### src/rtl/bitrate_pkg.sv
package bitrate_pkg;

    typedef struct packed {
        logic sync;
        logic int_src;
    } tick_cfg_t;

    function automatic logic cfg_active(tick_cfg_t c);
        return (!c.sync) || c.int_src;
    endfunction

endpackage

### src/rtl/tick_divisor_reg.sv
module tick_divisor_reg #(
    parameter int DIV_W = 8
) (
    input  logic             clk,
    input  logic             wr,
    input  logic [DIV_W-1:0] wdata,
    output logic [DIV_W-1:0] q
);
    // deliberately without reset: the value survives every reset
    always_ff @(posedge clk) begin
        if (wr) begin
            q <= wdata;
        end
    end
endmodule

### src/rtl/tick_prescaler.sv
module tick_prescaler #(
    parameter int ASYNC_PRE = 64,
    parameter int SYNC_PRE  = 4
) (
    input  logic clk,
    input  logic rst,
    input  logic clear,
    input  logic sync_sel,
    output logic strobe
);
    localparam int PRE_W = (ASYNC_PRE > 2) ? $clog2(ASYNC_PRE) : 1;
    localparam logic [PRE_W-1:0] A_LIM = PRE_W'(ASYNC_PRE - 1);
    localparam logic [PRE_W-1:0] S_LIM = PRE_W'(SYNC_PRE - 1);

    logic [PRE_W-1:0] cnt;
    logic [PRE_W-1:0] limit;

    always_comb begin
        limit  = sync_sel ? S_LIM : A_LIM;
        strobe = (cnt == limit);
    end

    always_ff @(posedge clk) begin
        if (rst || clear) begin
            cnt <= '0;
        end else if (cnt == limit) begin
            cnt <= '0;
        end else begin
            cnt <= cnt + 1'b1;
        end
    end
endmodule

### src/rtl/tick_period_counter.sv
module tick_period_counter #(
    parameter int DIV_W = 8
) (
    input  logic             clk,
    input  logic             rst,
    input  logic             clear,
    input  logic             step,
    input  logic [DIV_W-1:0] reload_val,
    output logic             tick
);
    logic [DIV_W-1:0] cnt;

    always_ff @(posedge clk) begin
        if (rst || clear) begin
            cnt  <= reload_val;
            tick <= 1'b0;
        end else if (step) begin
            if (cnt == '0) begin
                cnt  <= reload_val;
                tick <= 1'b1;
            end else begin
                cnt  <= cnt - 1'b1;
                tick <= 1'b0;
            end
        end else begin
            tick <= 1'b0;
        end
    end
endmodule

### src/rtl/bitrate_tick_gen.sv
module bitrate_tick_gen
    import bitrate_pkg::*;
#(
    parameter int DIV_W     = 8,
    parameter int ASYNC_PRE = 64,
    parameter int SYNC_PRE  = 4
) (
    input  logic             clk,
    input  logic             rst,
    input  logic             div_wr,
    input  logic [DIV_W-1:0] div_wdata,
    input  logic             sync_mode,
    input  logic             int_clk_sel,
    output logic             tick
);
    tick_cfg_t        cfg_now;
    tick_cfg_t        cfg_q;
    logic             restart;
    logic             pre_strobe;
    logic [DIV_W-1:0] div_q;
    logic [DIV_W-1:0] reload_val;

    always_comb begin
        cfg_now.sync    = sync_mode;
        cfg_now.int_src = int_clk_sel;
        restart    = div_wr || (cfg_now != cfg_q) || !cfg_active(cfg_now);
        reload_val = div_wr ? div_wdata : div_q;
    end

    always_ff @(posedge clk) begin
        cfg_q <= cfg_now;
    end

    tick_divisor_reg #(.DIV_W(DIV_W)) u_div (
        .clk   (clk),
        .wr    (div_wr),
        .wdata (div_wdata),
        .q     (div_q)
    );

    tick_prescaler #(.ASYNC_PRE(ASYNC_PRE), .SYNC_PRE(SYNC_PRE)) u_pre (
        .clk      (clk),
        .rst      (rst),
        .clear    (restart),
        .sync_sel (sync_mode),
        .strobe   (pre_strobe)
    );

    tick_period_counter #(.DIV_W(DIV_W)) u_cnt (
        .clk        (clk),
        .rst        (rst),
        .clear      (restart),
        .step       (pre_strobe),
        .reload_val (reload_val),
        .tick       (tick)
    );
endmodule

### config.mk
export PLATFORM = sky130hd
export DESIGN_NAME = bitrate_tick_gen
export DESIGN_NICKNAME = d
export VERILOG_FILES = /design/src/rtl/bitrate_pkg.sv /design/src/rtl/tick_divisor_reg.sv /design/src/rtl/tick_prescaler.sv /design/src/rtl/tick_period_counter.sv /design/src/rtl/bitrate_tick_gen.sv
export SDC_FILE = /design/constraint.sdc
export NUM_CORES = 1
export LEC_CHECK = 0
export CAP_MARGIN = 20
export CORE_MARGIN = 2
export CORE_UTILIZATION = 40
export DETAILED_ROUTE_END_ITERATION = 6
export GPL_TIMING_DRIVEN = 0
export HOLD_SLACK_MARGIN = 0.03
export PLACE_DENSITY = 0.59
export SLEW_MARGIN = 25
export SYNTH_ARGS = -nofsm -noshare
export SYNTH_HDL_FRONTEND = slang
export SYNTH_SLANG_ARGS = --single-unit
### constraint.sdc
create_clock -name clk -period 5.4 [get_ports clk]
set_input_delay 1.35 -clock clk [delete_from_list [all_inputs] [get_ports clk]]
set_output_delay 1.35 -clock clk [all_outputs]
set_load 0.02 [all_outputs]
==> results.toml, run 1 <==
[drt]
dr_wl_met2_um = 827
vias = 754
top_layer = "met4"
ant_nets = 0
wire_per_inst_um = 12.8
wl_met1_um = 906
met3_length_um = 93
drt-pass1-iter-count = 4
post-route-drc-count = 0
vias_per_cell = 5.24
drt-total-wl_mm = 1.85
drt_iter0_drc = 16

[cts]
clock_latency_ps = 310
path_clk_slew_ps = 140
clkSinkCount = 25
clock_path_buffers = 2
cts_buffers = 3
cts-root-buf = "clkbuf_4"
htree_levels = 1
cts_tree = "yes"
cts_resized = 0
postCtsSetupRepairBufs = 0
ctsHoldBuffers = 0

[setup_path]
critPathArrivalTime_ps = 3120
cp.required_ps = 5380
crit_chain = "clkdlybuf4s50_1, or4b_2, o22ai_1, a21o_1"
crit_family = "compound AO/OA/AOI/OAI gates"
slowest_delay_ps = 590
path_buf_inv = 1
path_class = "input pin to flop"
worstSetupStartpointType = "input pin"
setup.worst_path.end_class = "flop"
slowest_stage = "or4b_2"
crit_path_max_fanout = 13

[global_routing]
grt_pass1_wl_mm = 3.17
overflow = 0
antenna_found_initial = 0
grt_pass1_vias = 727
grt_max_degree = 15
grtUsageTotal = 0.125

[power_and_ir_drop]
ir_drop_mv = 0.149
powerDensity_nw_per_um2 = 271
p_leak_nw = 0.483

[sta]
tightest_slew_ps = 561
timing.final.ws_setup_ps = 2260
fin_crit_ps = 3140
final_hold_viol_count = 0
drv_slew = 0
setup_tns_ps = 0
whs_ps = 487
finalCritPeriodShare = 0.582
fin_skew_ps = 3.26
finalSetupViolations = 0
rsz0062_at_grt = "false"
slew_headroom = 0.625
fmax_mhz = 318

[final_layout]
regArea_um2 = 581
nFillCells = 275
fin_area_um2 = 1320
nNetsFinal = 130
n_antenna_cell = 0
multiInputGateArea_um2 = 524
drive_gt1_frac = 0.195
area_growth_pct = 17.5

[logic_synthesis]
async_reset_ff_frac = 0
yosys_warnings = 0
ys_ff_latch = 25
synth_top_area_cell = "dfxtp_1"
syn_area_um2 = 1120
yosys_most_used_dff = "dfxtp_1"
synth_top_area_share = 0.304
yosysMostFrequentCell = "dfxtp_1"
ys_seq_area_frac = 0.518
synthTopCellsByArea = "dfxtp_1 30%, edfxtp_1 21%, mux2_2 14%, xor2_1 3.9%, nor2_1 3.7%"
yosys-top-cells-count = "17 x dfxtp_1, 14 x mux2_2, 11 x nor2_1"
synth_area_per_cell_um2 = 11.7
synth_edf_count = 8
syn_inst = 96
ys_types = 32
syn-num-nets = 112

[placement]
place.port_buffers = 13
dpl_worst_slack_ps = 1880
placed_area_um2 = 1290
gp_congestion = 0.745
hpwl_mm = 1.34

[flow_run]
cap_violations = 0

[floorplanning]
ios = 14
die_area_um2 = 3240
rows = 19
fp.dieH_um = 56.9
initial_core_util = 0.413
die_x_um = 56.9
coreArea_um2 = 2710

[min_path]
min_path_type = "flop to flop"

[outcome]
status = "completed"
## sequential cells by signal, summed over array words and instances, names as in the netlist
| register | cells |
|---|---|
| cfg_q | 2 |
| u_pre.cnt | 6 |
| u_div.q | 8 |
| u_cnt.tick | 1 |
| u_cnt.cnt | 8 |
## worst reg2reg max path, cell delays in order, from the launching register on
cell,delay (ps)
dfxtp_1,380
or4b_2,670
o22ai_1,190
a21o_1,460
## layout make-up
| type | count | area share |
|---|---|---|
| Multi-Input combinational cell | 67 | 0.398 |
| Sequential cell | 25 | 0.441 |
| Timing Repair Buffer | 13 | 0.0989 |
| Tap cell | 31 | 0.0295 |
| Inverter | 3 | 0.00856 |
| Clock buffer | 3 | 0.0171 |
| Clock inverter | 1 | 0.00380 |
| Buffer | 1 | 0.00285 |
## cell families after synthesis
| family | synth area share |
|---|---|
| AO/OA/AOI/OAI | 0.0805 |
| XOR/XNOR | 0.0704 |
| adder cells (fa/ha/maj) | 0.0335 |
| buffers and inverters | 0.0134 |
| flip-flops | 0.518 |
| multiplexers | 0.141 |
| AND/OR/NAND/NOR | 0.143 |
## routing by layer
metal  global-route usage  vias to the layer above
met1                0.172                      355
met2                0.192                       21
met5                    0                        -
met3               0.0253                        2
met4               0.0498                        0
li1                     -                      376
## cell usage in the layout (no fill, tap or decap), types with 2 or more instances in the layout
| cell | instances |
|---|---|
| a21oi_1 | 2 |
| clkbuf_4 | 3 |
| clkdlybuf4s50_1 | 13 |
| dfxtp_1 | 17 |
| edfxtp_1 | 8 |
| ha_1 | 3 |
| inv_1 | 3 |
| mux2_2 | 14 |
| nand2_1 | 3 |
| nand3_1 | 4 |
| nand3b_1 | 2 |
| nor2_1 | 11 |
| xnor2_1 | 4 |
| xor2_1 | 5 |
## per-stage QoR
| stage | total power, mW | std cells | util |
|---|---|---|---|
| 6_report | 0.356 | 144 | 0.486 |
| 5_1_grt | 0.371 | 144 | 0.486 |
| 4_1_cts | 0.360 | 144 | 0.486 |
| 3_5_place_dp | 0.276 | 140 | 0.476 |
| 3_3_place_gp | 0.274 | 140 | 0.476 |
| 2_1_floorplan | 0.257 | 96 | - |
## final timing paths
| check | slack (ps) | end | start | cells past startpoint |
|---|---|---|---|---|
| worst max register to register | 3370 | u_cnt.cnt[3] | u_pre.cnt[2] | 3 |
| worst min-delay path | 490 | u_pre.cnt[0] | u_pre.cnt[0] | 1 |
| worst max-delay path | 2260 | u_cnt.cnt[3] | sync_mode | 4 |
| worst min register to register | 490 | u_pre.cnt[0] | u_pre.cnt[0] | 1 |
## power by group
part	switching (mW)	internal, mW
combinational	0.0218	0.0294
sequential	0.00860	0.211
clock	0.0578	0.0277
total	0.0882	0.268
Power figures use the tool's default switching activity.
==> inputs of run 2 (changes only) <==
Clock period 5.4 ns to 2.9 ns, I/O delays scaled along.
==> results of run 2 <==
Same layout as run 1 (identical final DEF). Status: completed.
Among the figures that moved: setup slack after placement 1880 ps -> 8.26 ps; setup slack after layout 2260 ps -> 384 ps; register-to-register setup slack 3370 ps -> 870 ps; total power 0.356 mW -> 0.664 mW; worst IR drop on VDD 0.149 mV -> 0.278 mV
==> inputs of run 3 (changes only) <==
Settings changed: SETUP_SLACK_MARGIN set to 0.1.
==> results of run 3 <==
Same layout as run 1 (identical final DEF). Status: completed.
Among the figures that moved: setup slack after placement 1880 ps -> 8.26 ps; setup slack after layout 2260 ps -> 384 ps; register-to-register setup slack 3370 ps -> 870 ps; total power 0.356 mW -> 0.664 mW; worst IR drop on VDD 0.149 mV -> 0.278 mV
